**src/rtl/pwm_pkg.sv**
```systemverilog
package pwm_pkg;
  localparam int unsigned CNT_W_DEF = 8;
  localparam int unsigned DIV_W_DEF = 8;
endpackage

```
**src/rtl/pwm_prescaler.sv**
```systemverilog
module pwm_prescaler #(
  parameter int unsigned DIV_W = pwm_pkg::DIV_W_DEF
) (
  input  logic             clk_i,
  input  logic             rst_ni,
  input  logic [DIV_W-1:0] scale_i,
  output logic             tick_o
);
  logic [DIV_W-1:0] pre_q;

  // >= so a scale lowered mid-count still ticks at once
  assign tick_o = (pre_q >= scale_i);

  always_ff @(posedge clk_i or negedge rst_ni) begin
    if (!rst_ni)     pre_q <= '0;
    else if (tick_o) pre_q <= '0;
    else             pre_q <= pre_q + 1'b1;
  end

  // a nonzero scale never yields two ticks in a row
  p_tick_gap_r2: assert property (@(posedge clk_i) disable iff (!rst_ni)
    (tick_o && scale_i != '0) |=> (!tick_o || scale_i == '0));
endmodule

```
**src/rtl/pwm_accum.sv**
```systemverilog
module pwm_accum #(
  parameter int unsigned CNT_W = pwm_pkg::CNT_W_DEF
) (
  input  logic             clk_i,
  input  logic             rst_ni,
  input  logic             tick_i,
  input  logic [CNT_W-1:0] inc_i,
  input  logic [CNT_W-1:0] end_i,
  output logic [CNT_W-1:0] cnt_o,
  output logic             carry_o
);
  logic [CNT_W-1:0] cnt_q;
  logic [CNT_W:0]   sum;
  logic             term_hit;

  assign sum      = {1'b0, cnt_q} + {1'b0, inc_i};
  assign carry_o  = sum[CNT_W];
  assign term_hit = (end_i != '0) && (cnt_q == end_i);
  assign cnt_o    = cnt_q;

  always_ff @(posedge clk_i or negedge rst_ni) begin
    if (!rst_ni)       cnt_q <= '0;
    else if (tick_i) begin
      if (term_hit)    cnt_q <= '0;
      else             cnt_q <= sum[CNT_W-1:0];
    end
  end

  // count frozen between prescaler ticks
  p_hold_r2: assert property (@(posedge clk_i) disable iff (!rst_ni)
    !tick_i |=> $stable(cnt_q));

  // a carry on a free-wrapping advance lowers the count
  p_wrap_r7: assert property (@(posedge clk_i) disable iff (!rst_ni)
    (tick_i && carry_o && end_i == '0) |=> (cnt_q < $past(cnt_q)));
endmodule

```
**src/rtl/pwm_compare.sv**
```systemverilog
module pwm_compare #(
  parameter int unsigned CNT_W = pwm_pkg::CNT_W_DEF
) (
  input  logic             clk_i,
  input  logic             rst_ni,
  input  logic [CNT_W-1:0] cnt_i,
  input  logic [CNT_W-1:0] match_i,
  output logic             ea_o
);
  logic ea_q;

  always_ff @(posedge clk_i or negedge rst_ni) begin
    if (!rst_ni) ea_q <= 1'b0;
    else         ea_q <= (cnt_i <= match_i);
  end

  assign ea_o = ea_q;

  // count zero always opens the high phase
  p_zero_high_r5: assert property (@(posedge clk_i) disable iff (!rst_ni)
    (cnt_i == '0) |=> ea_o);
endmodule

```
**src/rtl/pwm_equal_area.sv**
```systemverilog
module pwm_equal_area #(
  parameter int unsigned CNT_W = pwm_pkg::CNT_W_DEF,
  parameter int unsigned DIV_W = pwm_pkg::DIV_W_DEF
) (
  input  logic             clk_i,
  input  logic             rst_ni,
  input  logic [CNT_W-1:0] end_i,
  input  logic [CNT_W-1:0] match_i,
  input  logic [DIV_W-1:0] scale_i,
  output logic             pwm_o
);
  localparam logic [CNT_W-1:0] StepOne = CNT_W'(1);
  logic unused_pp;

  // increment fixed at one
  dual_pwm #(.CNT_W(CNT_W), .DIV_W(DIV_W)) u_core (
    .clk_i   (clk_i),
    .rst_ni  (rst_ni),
    .inc_i   (StepOne),
    .end_i   (end_i),
    .match_i (match_i),
    .scale_i (scale_i),
    .ea_o    (pwm_o),
    .pp_o    (unused_pp)
  );
endmodule

```
**src/rtl/dual_pwm.sv**
```systemverilog
module dual_pwm #(
  parameter int unsigned CNT_W = pwm_pkg::CNT_W_DEF,
  parameter int unsigned DIV_W = pwm_pkg::DIV_W_DEF
) (
  input  logic             clk_i,
  input  logic             rst_ni,
  input  logic [CNT_W-1:0] inc_i,
  input  logic [CNT_W-1:0] end_i,
  input  logic [CNT_W-1:0] match_i,
  input  logic [DIV_W-1:0] scale_i,
  output logic             ea_o,
  output logic             pp_o
);
  logic             tick;
  logic [CNT_W-1:0] cnt;

  pwm_prescaler #(.DIV_W(DIV_W)) u_pre (
    .clk_i   (clk_i),
    .rst_ni  (rst_ni),
    .scale_i (scale_i),
    .tick_o  (tick)
  );

  pwm_accum #(.CNT_W(CNT_W)) u_acc (
    .clk_i   (clk_i),
    .rst_ni  (rst_ni),
    .tick_i  (tick),
    .inc_i   (inc_i),
    .end_i   (end_i),
    .cnt_o   (cnt),
    .carry_o (pp_o)
  );

  pwm_compare #(.CNT_W(CNT_W)) u_cmp (
    .clk_i   (clk_i),
    .rst_ni  (rst_ni),
    .cnt_i   (cnt),
    .match_i (match_i),
    .ea_o    (ea_o)
  );

  // zero step never carries
  p_zero_inc_r6: assert property (@(posedge clk_i) disable iff (!rst_ni)
    (inc_i == '0) |-> !pp_o);

  // both outputs quiet under reset
  always_ff @(posedge clk_i) begin
    if (!rst_ni) begin
      p_reset_clear_r8: assert (!ea_o && !pp_o);
    end
  end
endmodule

```
**config.mk**
```make
export PLATFORM = sky130hd
export DESIGN_NAME = pwm_equal_area
export DESIGN_NICKNAME = d
export VERILOG_FILES = /design/src/rtl/pwm_pkg.sv /design/src/rtl/pwm_prescaler.sv /design/src/rtl/pwm_accum.sv /design/src/rtl/pwm_compare.sv /design/src/rtl/pwm_equal_area.sv /design/src/rtl/dual_pwm.sv
export SDC_FILE = /design/constraint.sdc
export NUM_CORES = 1
export LEC_CHECK = 0
export ABC_AREA = 1
export BUFFER_PORTS_ARGS = -buffer_cell sky130_fd_sc_hd__buf_4
export CORE_AREA = 8 8 64 66
export DETAILED_ROUTE_END_ITERATION = 7
export DIE_AREA = 0 0 72 74
export GPL_ROUTABILITY_DRIVEN = 1
export PLACE_DENSITY = 0.76
export SYNTH_ARGS = -nofsm -noshare
export SYNTH_HDL_FRONTEND = slang
export SYNTH_HIERARCHICAL = 1
export SYNTH_SLANG_ARGS = --single-unit
export TNS_END_PERCENT = 20
```
**constraint.sdc**
```tcl
create_clock -name clk_i -period 2.1 [get_ports clk_i]
set_input_delay 0.63 -clock clk_i [delete_from_list [all_inputs] [get_ports clk_i]]
set_output_delay 0.63 -clock clk_i [all_outputs]
set_load 0.005 [all_outputs]
```
# ---- Word level (Yosys, flattened, before mapping)
# Cells that the tools add are included.
dict set report totals {
  inputBits 26
  wordCells 12
  out_inout_bits 1
  register_bits 17
}
dict set report op_classes {
  mux 2
  n_reduce_logical 2
  add_sub_neg 2
  eq_ne 1
  n_lt_le_gt_ge 2
}
# cell count
set op_table {}
lappend op_table {{$add 8x1->8 const B} 2}
lappend op_table {{$mux 8} 2}
lappend op_table {{$eq 8x8->1} 1}
lappend op_table {{$ge 8x8->1} 1}
lappend op_table {{$le 8x8->1} 1}
lappend op_table {{$reduce_bool 8->1} 1}
lappend op_table {{$logic_and 1x1->1} 1}

# ---- Logic depth before layout (Yosys ltp)
dict set report depth {
  depth_word 3
  ltp_mapped 13
  ltp_nobuf 12
}

# ---- By module
# The synthesis kept the hierarchy.
# module cells_per_inst area_each_um2 n_inst
set by_module_without_submodules {}
lappend by_module_without_submodules {pwm_accum 136 864.6 1}
lappend by_module_without_submodules {pwm_prescaler 70 578.1 1}
lappend by_module_without_submodules {pwm_compare 37 247.7 1}
lappend by_module_without_submodules {pwm_equal_area 2 7.5 1}

# ---- Worst setup path after synthesis
# No wires, ideal clock.
dict set report synth_timing {
  path_kind {input-to-reg}
  start {input port scale_i[7]}
  end {register u_core.u_acc.cnt_q[0], in the netlist u_core/u_acc/cnt_o[0]}
  cell_stages 9
  setup_slack_ns 0.185
  setup_ns 0.065
  arrival_ns 1.850
  n_path_buf 1
  path_cell_list {inv_1 ha_1 a21o_1 nor2_1 nand3_2 buf_2 inv_1 nand2_1 nand2_1}
}
dict set report synth_between {
  elab_chain_cells 1
}
# item line
set synth_lines {}
lappend synth_lines {{start: declaration} pwm_equal_area.sv:9} ;# input logic [DIV_W-1:0] scale_i,
lappend synth_lines {{$ge 8x8->1} pwm_prescaler.sv:12} ;# assign tick_o = (pre_q >= scale_i);
lappend synth_lines {{via u_core.tick} dual_pwm.sv:14} ;# logic tick;
lappend synth_lines {{end signal: assignment} pwm_accum.sv:25} ;# else cnt_q <= sum[CNT_W-1:0];
lappend synth_lines {{end: declaration} pwm_accum.sv:12} ;# logic [CNT_W-1:0] cnt_q;
# The timed path passes the listed nets, and every way through them passes these cells.
# A chain may end at the register's enable or synchronous reset.

# ---- Worst setup path in the final report
dict set report layout_timing {
  start {register u_core.u_acc.cnt_q[0], in the netlist u_core/u_acc/cnt_o[0]}
  end {register u_core.u_acc.cnt_q[4], in the netlist u_core/u_acc/cnt_o[4]}
}
dict set report layout_between {
  elab_chain_cells 3
  word_cells_on_any_way 4
  cone_classes {1 x add/sub; 1 x eq/ne; 1 x mux; 1 x reduce/logical}
}
# item line
set layout_lines {}
lappend layout_lines {{branches (longest 2 deep; another with $add 8x1->8)} n/a}
lappend layout_lines {{$mux 8 *} pwm_accum.sv:24} ;# if (term_hit) cnt_q <= '0;
# Every way passes the cells marked *.

==> results.md <==
- The category of the most critical setup path is reg -> reg.
- The number of placed instances with taps included is 323.
- The most frequent standard cell in the layout excluding fill and tap cells is nand2_1.
- For this run, the slowest stage of the critical path takes 0.43 ns.
- The longest clock path from root to sink contains 2 buffers.
- The initial antenna violation count is 0.
- The number of standard-cell rows in the floorplan is 21.
- The die is 72 um wide.
- The setup slack at placement is 0.229 ns.
- In the final layout, the share of cells above drive strength 1 is 0.164.
- The detailed-route via count is 1477.
- The launch point of the worst reg-to-reg path is u_core/u_acc/cnt_o[0]$_DFFE_PN0P_.
- After detailed routing, the average wire length per cell comes to 9.62 um.
- The level count of the clock H-tree is 1.
- The run finished with clean final reports.
- The count of buffering cells on the critical path with inverters included is 2.
- The detailed router finished its first iteration with 49 violations.
- The number of ports placed on the die boundary is 27.
- The finished layout holds 327 standard cells, fillers aside.
- The critical path runs through a total of 10 cells.
- The final setup slack of the worst path is 0.393 ns.
- The class of the tightest hold or removal check is in -> async.
- The full die area is 5330 um^2.
- The post-detailed-route count of antenna-violating nets is 0.
- Summing every instance area after synthesis gives 1690 um^2.
- The layout net count is 334.
- VDD sags by at most 584 uV.
- The cell count after synthesis is 243.
- The post-synthesis area per instance is 6.94 um^2.
- The first global-routing pass estimated 5.64 mm of wire.
- STA classifies the critical path endpoint as a flop.
- The worst setup path is launched from a flop.
- During placement, the flow inserted port buffers numbering 26.
- For this run, design rule violations remaining after detail routing come to 0.
- In this run the static leakage power is 1.19 nW.
- The effective utilization at floorplan is 0.530.
- For this run, the top clock speed supported by timing is 586 MHz.
- The cell at the root of the clock tree is clkbuf_4.
- In this run the power density over the cells is 1020 nW/um^2.
- The placed wire-length estimate is 2.79 mm.
- The number of sinks handled by clock tree synthesis is 17.
- At the worst endpoint, the arrival time is 1.93 ns.
- In this design, the critical path's most frequently occurring cell is nand2_1.
- The number of warning messages in the yosys log is 6.
- The signal on the critical path passes through ha_1 -> inv_1 -> fa_1 -> inv_1 -> nand2_1 -> nand2_1 -> nand2_1 -> xnor2_1 -> nand3_1 -> nand2_1.
- The top cell types in the final layout, fill and taps aside, are nand2_1, inv_1, buf_4.
- In this run the worst path has a maximum fanout of 5.
- The clock slew at the register clock pins of the worst setup and hold paths is 0.10 ns.
- The critical path endpoint is u_core/u_acc/cnt_o[4]$_DFFE_PN0P_.
- The height of the die is 74 um.
- The endpoint of the most critical register-to-register path is u_core/u_acc/cnt_o[4]$_DFFE_PN0P_.
- Setup repair after global routing left no endpoint under its margin.
- The insertion delay to the later sink of the worst-skew pair is 0.29 ns.
- In the routed layout, each cell is associated on average with a via count of 4.52.
- Setup violations remaining at the end of the flow were counted as 0.
- The required time reported for the critical path endpoint is 2.33 ns.
- The clock tree from TritonCTS is done.
- The number of hold-slack violations in the final timing report is 0.
- The logic depth of the worst register-to-register path is 10.
- For this run the aggregate overflow at the end of global routing stands at 0.
- In this run, post-CTS hold repair placed 0 buffers.
- Entering global routing, the biggest net connects 18 pins.
- The final core area utilization is 0.630.
- On the critical path, the stage with the largest delay is an instance of dfrtp_1.
- The routed design could run at a clock period as short as 1.71 ns.
- The share of the cycle needed by the critical path after routing is 0.813.
- The flop-to-flop setup slack is 0.39 ns.
- Gates resized during post-CTS repair numbered 0.
- The diode insertion count for antenna repair is 0.
- The layout overhead on the synthesized area is 18.8%.
- In this run the worst setup path begins at u_core/u_acc/cnt_o[0]$_DFFE_PN0P_.
- The final layout contains routed wiring with a total length of 3.15 mm.
- At the end of routability-driven placement, the weighted congestion stood at 0.755.
- The worst clock skew is 0.00681 ns.
- The setup TNS is 0 ns.
- The pre-antenna-repair detailed-routing pass consisted of 4 iterations.
- The gate family responsible for the most delay along the worst path is adder cells.
- Counting the buffers created by CTS gives 3.
- Buffers added to address setup during post-CTS repair amount to 0.
- The via count of the first global-routing pass came to 1412.
- Across every metal layer, demand over resource in global routing totals 0.129.
- The floorplan step defined a core boundary enclosing 3180 um^2.
- The number of max-slew violations in the final report is 0.
- The max capacitance violation total is 0.
per-layer routing:
metal | share of wire | global-route usage
met5 | 0 | 0
met4 | 0.0086 | 0.0476
met3 | 0.037 | 0.0202
met2 | 0.47 | 0.226
met1 | 0.49 | 0.156
worst min path at each step:
stage / from / endpoint / slack (ns) / cells past startpoint
2_1_floorplan: rst_ni / u_core/u_acc/cnt_o[0]$_DFFE_PN0P_ / 0.33 / 0
4_1_cts: rst_ni / u_core/u_acc/cnt_o[5]$_DFFE_PN0P_ / 0.18 / 1
5_1_grt: rst_ni / u_core/u_acc/cnt_o[0]$_DFFE_PN0P_ / 0.19 / 1
3_5_place_dp: rst_ni / u_core/u_acc/cnt_o[0]$_DFFE_PN0P_ / 0.50 / 1
3_3_place_gp: rst_ni / u_core/u_acc/cnt_o[0]$_DFFE_PN0P_ / 0.50 / 1
6_report: rst_ni / u_core/u_pre/pre_q[7]$_DFF_PN0_ / 0.19 / 1
through the flow:
step / power (mW) / cell area, um^2 / hold slack (ns)
floorplan: 1.60 / 1710 / 0.334
global placement: 1.84 / 1970 / 0.500
detailed placement: 1.89 / 1970 / 0.502
CTS: 2.06 / 2000 / 0.183
global route: 2.32 / 2000 / 0.190
finish: 2.05 / 2000 / 0.188
where the power goes:
part / switching (mW) / internal [mW] / total, mW
Clock: 0.101 / 0.0707 / 0.172
Combinational: 0.654 / 0.561 / 1.22
Sequential: 0.194 / 0.469 / 0.663
Total: 0.949 / 1.10 / 2.05
cell type report:
| type | count | area [um^2] |
|---|---|---|
| clock inverter | 1 | 5.00 |
| multi-input combinational | 184 | 1100 |
| inverter | 48 | 180 |
| timing repair buffer | 28 | 210 |
| fill | 309 | 1180 |
| sequential | 17 | 425 |
| clock buffer | 3 | 22.5 |
| tap | 46 | 57.6 |
state kept, by name, summed over array words and instances, names as in the netlist:
name / cells
u_core/u_acc/cnt_o: 8
u_core/u_pre/pre_q: 8
u_core/u_cmp/ea_o: 1
Power figures use the tool's default switching activity.
